==> src/rtl/alu8_pkg.sv <==
package alu8_pkg;
    localparam int FLAG_W = 8;
    localparam int FS  = 7;
    localparam int FZ  = 6;
    localparam int FH  = 4;
    localparam int FPV = 2;
    localparam int FN  = 1;
    localparam int FC  = 0;

    typedef enum logic [3:0] {
        OP_ADD = 4'd0,
        OP_ADC = 4'd1,
        OP_SUB = 4'd2,
        OP_SBC = 4'd3,
        OP_CMP = 4'd4,
        OP_AND = 4'd5,
        OP_OR  = 4'd6,
        OP_XOR = 4'd7,
        OP_BIT = 4'd8
    } alu_op_e;

    typedef enum logic [1:0] {
        LG_AND = 2'd0,
        LG_OR  = 2'd1,
        LG_XOR = 2'd2
    } logic_sel_e;

    typedef struct packed {
        logic s;
        logic z;
        logic h;
        logic pv;
        logic n;
        logic c;
    } alu_flags_t;

    function automatic logic [FLAG_W-1:0] pack_flags(alu_flags_t f);
        logic [FLAG_W-1:0] v;
        v      = '0;
        v[FS]  = f.s;
        v[FZ]  = f.z;
        v[FH]  = f.h;
        v[FPV] = f.pv;
        v[FN]  = f.n;
        v[FC]  = f.c;
        return v;
    endfunction
endpackage

==> src/rtl/alu8_arith.sv <==
module alu8_arith #(
    parameter int W = 8
) (
    input  logic [W-1:0] a,
    input  logic [W-1:0] b,
    input  logic         cin,
    input  logic         use_cin,
    input  logic         subtract,
    output logic [W-1:0] sum,
    output logic         carry_flag,
    output logic         half_flag,
    output logic         ovf
);
    localparam int HALF = W / 2;

    logic [W-1:0]  b_eff;
    logic          c0;
    logic [HALF:0] low_nib;
    logic [W-1:0]  low_body;
    logic [W:0]    full;

    always_comb begin
        b_eff    = subtract ? ~b : b;
        c0       = subtract ? ~(use_cin & cin) : (use_cin & cin);
        low_nib  = {1'b0, a[HALF-1:0]} + {1'b0, b_eff[HALF-1:0]} + {{HALF{1'b0}}, c0};
        low_body = {1'b0, a[W-2:0]} + {1'b0, b_eff[W-2:0]} + {{(W-1){1'b0}}, c0};
        full     = {1'b0, a} + {1'b0, b_eff} + {{W{1'b0}}, c0};
        sum        = full[W-1:0];
        carry_flag = subtract ? ~full[W] : full[W];
        half_flag  = subtract ? ~low_nib[HALF] : low_nib[HALF];
        ovf        = full[W] ^ low_body[W-1];
    end
endmodule

==> src/rtl/alu8_logic.sv <==
module alu8_logic
    import alu8_pkg::*;
#(
    parameter int W = 8
) (
    input  logic [W-1:0] a,
    input  logic [W-1:0] b,
    input  logic_sel_e   sel,
    output logic [W-1:0] res,
    output logic         even
);
    always_comb begin
        case (sel)
            LG_OR:   res = a | b;
            LG_XOR:  res = a ^ b;
            default: res = a & b;
        endcase
        even = ~(^res);
    end
endmodule

==> src/rtl/alu8_bittest.sv <==
module alu8_bittest #(
    parameter int W    = 8,
    parameter int SELW = $clog2(W)
) (
    input  logic [W-1:0]    value,
    input  logic [SELW-1:0] idx,
    output logic            bit_clear
);
    always_comb bit_clear = ~value[idx];
endmodule

==> src/rtl/alu8_core.sv <==
module alu8_core
    import alu8_pkg::*;
#(
    parameter int W    = 8,
    parameter int SELW = $clog2(W)
) (
    input  logic                clk,
    input  logic                rst_n,
    input  logic [3:0]          op,
    input  logic [W-1:0]        opa,
    input  logic [W-1:0]        opb,
    input  logic                carry_in,
    input  logic [SELW-1:0]     bit_sel,
    output logic [W-1:0]        result,
    output logic [FLAG_W-1:0]   flags,
    output logic                wr_en
);
    typedef struct packed {
        logic [W-1:0]      res;
        logic [FLAG_W-1:0] flg;
        logic              wr;
    } stage_t;

    stage_t     stage_d, stage_q;
    alu_op_e    op_sel;
    logic       is_sub, is_cin;
    logic_sel_e lg_sel;

    logic [W-1:0] ar_sum, lg_res;
    logic         ar_c, ar_h, ar_v, lg_even, bt_zero;

    always_comb begin
        op_sel = alu_op_e'(op);
        is_sub = (op_sel == OP_SUB) || (op_sel == OP_SBC) || (op_sel == OP_CMP);
        is_cin = (op_sel == OP_ADC) || (op_sel == OP_SBC);
        case (op_sel)
            OP_OR:   lg_sel = LG_OR;
            OP_XOR:  lg_sel = LG_XOR;
            default: lg_sel = LG_AND;
        endcase
    end

    alu8_arith #(.W(W)) u_arith (
        .a(opa), .b(opb), .cin(carry_in), .use_cin(is_cin), .subtract(is_sub),
        .sum(ar_sum), .carry_flag(ar_c), .half_flag(ar_h), .ovf(ar_v)
    );

    alu8_logic #(.W(W)) u_logic (
        .a(opa), .b(opb), .sel(lg_sel), .res(lg_res), .even(lg_even)
    );

    alu8_bittest #(.W(W), .SELW(SELW)) u_bit (
        .value(opb), .idx(bit_sel), .bit_clear(bt_zero)
    );

    always_comb begin
        alu_flags_t f;
        f       = '0;
        stage_d = '0;
        case (op_sel)
            OP_ADD, OP_ADC, OP_SUB, OP_SBC, OP_CMP: begin
                f.s  = ar_sum[W-1];
                f.z  = (ar_sum == '0);
                f.h  = ar_h;
                f.pv = ar_v;
                f.n  = is_sub;
                f.c  = ar_c;
                stage_d.res = (op_sel == OP_CMP) ? opa : ar_sum;
                stage_d.wr  = (op_sel != OP_CMP);
                stage_d.flg = pack_flags(f);
            end
            OP_AND, OP_OR, OP_XOR: begin
                f.s  = lg_res[W-1];
                f.z  = (lg_res == '0);
                f.h  = (op_sel == OP_AND);
                f.pv = lg_even;
                stage_d.res = lg_res;
                stage_d.wr  = 1'b1;
                stage_d.flg = pack_flags(f);
            end
            OP_BIT: begin
                f.z  = bt_zero;
                f.h  = 1'b1;
                f.pv = bt_zero;
                f.c  = carry_in;
                stage_d.res = opa;
                stage_d.wr  = 1'b0;
                stage_d.flg = pack_flags(f);
            end
            default: stage_d = '0;
        endcase
    end

    always_ff @(posedge clk or negedge rst_n) begin
        if (!rst_n) stage_q <= '0;
        else        stage_q <= stage_d;
    end

    assign result = stage_q.res;
    assign flags  = stage_q.flg;
    assign wr_en  = stage_q.wr;

    a_r1_sign_tracks_msb: assert property (@(posedge clk) disable iff (!rst_n)
        wr_en |-> flags[FS] == result[W-1]);

    a_r2_zero_on_write: assert property (@(posedge clk) disable iff (!rst_n)
        wr_en |-> flags[FZ] == (result == '0));

    a_r6_sub_marker: assert property (@(posedge clk) disable iff (!rst_n)
        (op == 4'd2 || op == 4'd3 || op == 4'd4) |=> flags[FN]);

    a_r8_cmp_no_write: assert property (@(posedge clk) disable iff (!rst_n)
        (op == 4'd4) |=> (!wr_en && result == $past(opa)));

    a_r9_bit_zero: assert property (@(posedge clk) disable iff (!rst_n)
        (op == 4'd8) |=> (flags[FZ] == !$past(opb[bit_sel]) && !wr_en));

    a_r11_undefined_quiet: assert property (@(posedge clk) disable iff (!rst_n)
        (op > 4'd8) |=> (flags == '0 && result == '0 && !wr_en));

    a_r10_spare_bits_low: assert property (@(posedge clk) disable iff (!rst_n)
        $past(rst_n) |-> (flags[5] == 1'b0 && flags[3] == 1'b0));
endmodule

==> config.mk <==
export PLATFORM = sky130hd
export DESIGN_NAME = alu8_core
export DESIGN_NICKNAME = d
export VERILOG_FILES = /design/src/rtl/alu8_pkg.sv /design/src/rtl/alu8_arith.sv /design/src/rtl/alu8_logic.sv /design/src/rtl/alu8_bittest.sv /design/src/rtl/alu8_core.sv
export SDC_FILE = /design/constraint.sdc
export NUM_CORES = 1
export LEC_CHECK = 0
export ABC_AREA = 0
export BUFFER_PORTS_ARGS = -buffer_cell sky130_fd_sc_hd__buf_2
export CORE_UTILIZATION = 40
export DETAILED_ROUTE_END_ITERATION = 8
export PLACE_DENSITY = 0.6
export SLEW_MARGIN = 40
export SYNTH_ARGS = -nofsm -noshare
export SYNTH_HDL_FRONTEND = slang
export SYNTH_SLANG_ARGS = --single-unit
==> constraint.sdc <==
create_clock -name clk -period 1.2 [get_ports clk]
set_clock_uncertainty 0.1 [all_clocks]
set_input_delay 0.24 -clock clk [delete_from_list [all_inputs] [get_ports clk]]
set_output_delay 0.24 -clock clk [all_outputs]
set_load 0.01 [all_outputs]
==> impl_metrics.py <==
metrics = {
    "logic_synthesis": {
        "yosys.area.top_type_share": 0.208,
        "ys_seq_area_frac": 0.201,
        "ys_async_sr_fraction": 1.00,
        "syn-mean-instance-area_um2": 8.51,
        "netlist_top_cells_count": "inv_1 (33), ha_1 (31), nand2_1 (16)",
        "synth_ff_type": "dfrtp_1",
        "synth_enable_flop_cells": 0,
        "yosysUniqueCellTypes": 45,
        "synth.ff_latch_count": 15,
        "syn_inst": 219,
        "synth_most_common_cell": "inv_1",
        "syn-cell-area_um2": 1860,
        "yosysTopAreaCell": "ha_1",
        "yosysWarnings": 0,
        "synth_area_leaders": "ha_1 (21%), dfrtp_1 (20%), inv_1 (6.6%)",
    },
    "hold_path": {
        "whs_path_depth": 3,
        "hold_path.class": "input port to flip-flop",
        "worstHoldStart": "opa[5]",
        "holdPathEnd": "result[5]",
    },
    "cts": {
        "htreeDepth": 1,
        "path_clk_slew_ns": 0.05,
        "cts.sink_count": 15,
        "numCtsBuffers": 3,
        "cts-root-buf": "clkbuf_8",
        "cts.path.max_buffers": 2,
        "tritoncts": "yes",
    },
    "global_route": {
        "overflow": 0,
        "grt_pass1_vias": 1790,
        "antenna_found_initial": 0,
        "grt_first_pass_wirelength_mm": 7.98,
        "met2_usage": 0.350,
        "grt_use_met1": 0.267,
        "grt.met3_usage": 0.0115,
        "grt_max_degree": 16,
        "busiest_layer": "met2",
        "grt.total_usage": 0.201,
    },
    "detailed_routing": {
        "viasPerCell": 4.96,
        "post_drt_wl_per_cell_um": 12.6,
        "drt_first_pass_iters": 4,
        "antenna_left": 0,
        "vias": 1850,
        "route.detailed.drc": 0,
        "drt_wl_total_mm": 4.69,
        "initialDrtViolationCount": 72,
    },
    "worst_setup_path": {
        "startpoint_type": "input port",
        "worst-path-buf-inv": 1,
        "slowest_stage": "fa_2",
        "path_delay_family": "adder cells",
        "critPathKind": "input port to flip-flop",
        "crit_path_end_kind": "flip-flop",
        "worstPathArrival_ns": 2.51,
        "critPathRequiredTime_ns": 1.24,
        "crit_chain": "buf_6 -> nor2_4 -> mux2i_4 -> nor2_4 -> xnor2_2 -> fa_2 -> fa_2 -> a21o_1 -> a221oi_2 -> xor2_1 -> nand3_1 -> o311ai_2",
        "cp_max_fo": 3,
        "cpPeakStageDelay_ns": 0.38,
    },
    "sta": {
        "rsz0062_at_grt": "true",
        "worst_slack_ns": -1.27,
        "final.period_utilization": 2.06,
        "setup_violations": 13,
        "slew_violations": 0,
        "period_needed_ns": 2.47,
        "setup_tns_ns": -13.31,
        "fmax_mhz": 405,
        "hold_viol": 0,
    },
    "place": {
        "pre_cts_ws_ns": -1.60,
        "dp_hpwl_mm": 3.91,
        "numPortBuffers": 40,
        "place.gp.congestion": 0.841,
    },
    "status": {
        "run_status": "finished, violations left",
        "violations": "setup timing",
    },
    "layout": {
        "num_antenna_cells": 0,
        "final_layout_size_suffix_gt1_frac": 0.445,
        "final_util": 0.641,
        "area_growth_pct": 51.9,
        "nets": 381,
        "nFillCells": 387,
    },
    "power": {
        "power.total_mw": 2.27,
        "ir_worst_vdd_mv": 0.352,
        "p_leak_nw": 1.48,
        "p_per_area_nw_per_um2": 803,
    },
    "floorplanning": {
        "die_y_um": 70.3,
        "die_area_um2": 4940,
        "start_util": 0.422,
        "design.core.area_um2": 4410,
        "die_w_um": 70.3,
        "std_cell_rows": 24,
        "ios": 43,
    },
    "flow_run": {
        "cap_violations": 0,
    },
}
layout by cell type (no fill, tap or decap), types with 3 or more instances in the layout:
cell type,n
nand3_1,9
inv_1,33
nand2b_1,5
xnor2_1,11
nor2_1,8
buf_2,36
o21ai_0,5
nand2_1,16
a222oi_1,4
dfrtp_1,15
a22oi_1,4
a32oi_1,3
ha_1,28
clkbuf_8,3
or2_2,4
a21oi_2,8
ha_4,3
buf_6,6
xor2_1,8
nor2_4,4
buf_4,59
cell type report:
class / count / area (um^2) / area share
clock buffer: 4 / 45.0 / 0.0159
inverter: 33 / 124 / 0.0437
multi-input combinational: 164 / 1490 / 0.525
sequential: 15 / 375 / 0.133
tap: 52 / 65.1 / 0.0230
timing repair buffer: 105 / 736 / 0.260
state kept, by name, summed over array words and instances (netlist names):
register and count:
result 8, flags 6, wr_en 1
through the flow:
step | cells | instance area [um^2] | hold slack [ns]
2_1_floorplan | 220 | 1970 | -0.156
3_3_place_gp | 363 | 2600 | 0.0456
3_5_place_dp | 363 | 2600 | 0.0493
4_1_cts | 372 | 2760 | 0.229
5_1_grt | 373 | 2830 | 0.243
6_report | 373 | 2830 | 0.239
power breakdown:
group	leakage (nW)	internal, mW	switching [mW]
Sequential	0.196	0.574	0.0128
Clock	0.0228	0.234	0.143
Combinational	1.27	0.672	0.639
worst max path at each step:
| stage | from | end | slack (ns) | cells past startpoint |
|---|---|---|---|---|
| 6_report | op[0] | flags[6] | -1.27 | 12 |
| 5_1_grt | op[0] | flags[6] | -1.37 | 13 |
| 4_1_cts | op[0] | result[4] | -1.29 | 12 |
| 3_5_place_dp | op[2] | flags[6] | -1.60 | 11 |
| 3_3_place_gp | op[2] | flags[6] | -1.55 | 11 |
| 2_1_floorplan | op[1] | flags[6] | -1.61 | 12 |
per-layer routing:
layer / part of all wire / wire length, um / vias up
met5: 0 / 0 / -
met4: 0.0098 / 46 / 0
met3: 0.028 / 131 / 6
met2: 0.48 / 2260 / 43
met1: 0.48 / 2250 / 847
li1: - / - / 954
kinds of logic after synthesis:
group | Yosys count | share of synthesized area
simple gates | 59 | 0.159
compound gates | 43 | 0.172
buf+inv | 41 | 0.0919
fa+ha+maj | 33 | 0.230
xor+xnor | 22 | 0.103
flops | 15 | 0.201
mux | 5 | 0.0403
other cells | 1 | 0.00201
repair_timing:
| item | in CTS | in global routing |
|---|---|---|
| setup endpoints to repair | 13 | 13 |
| hold buffers | 1 | 0 |
| setup buffers | 4 | 1 |
| endpoints found under the hold margin | 15 | 0 |
| gates resized for setup | 21 | 14 |
| pin swaps | 15 | 9 |
| cloned | 0 | 0 |
No activity file was read; power rests on OpenSTA's default activity.
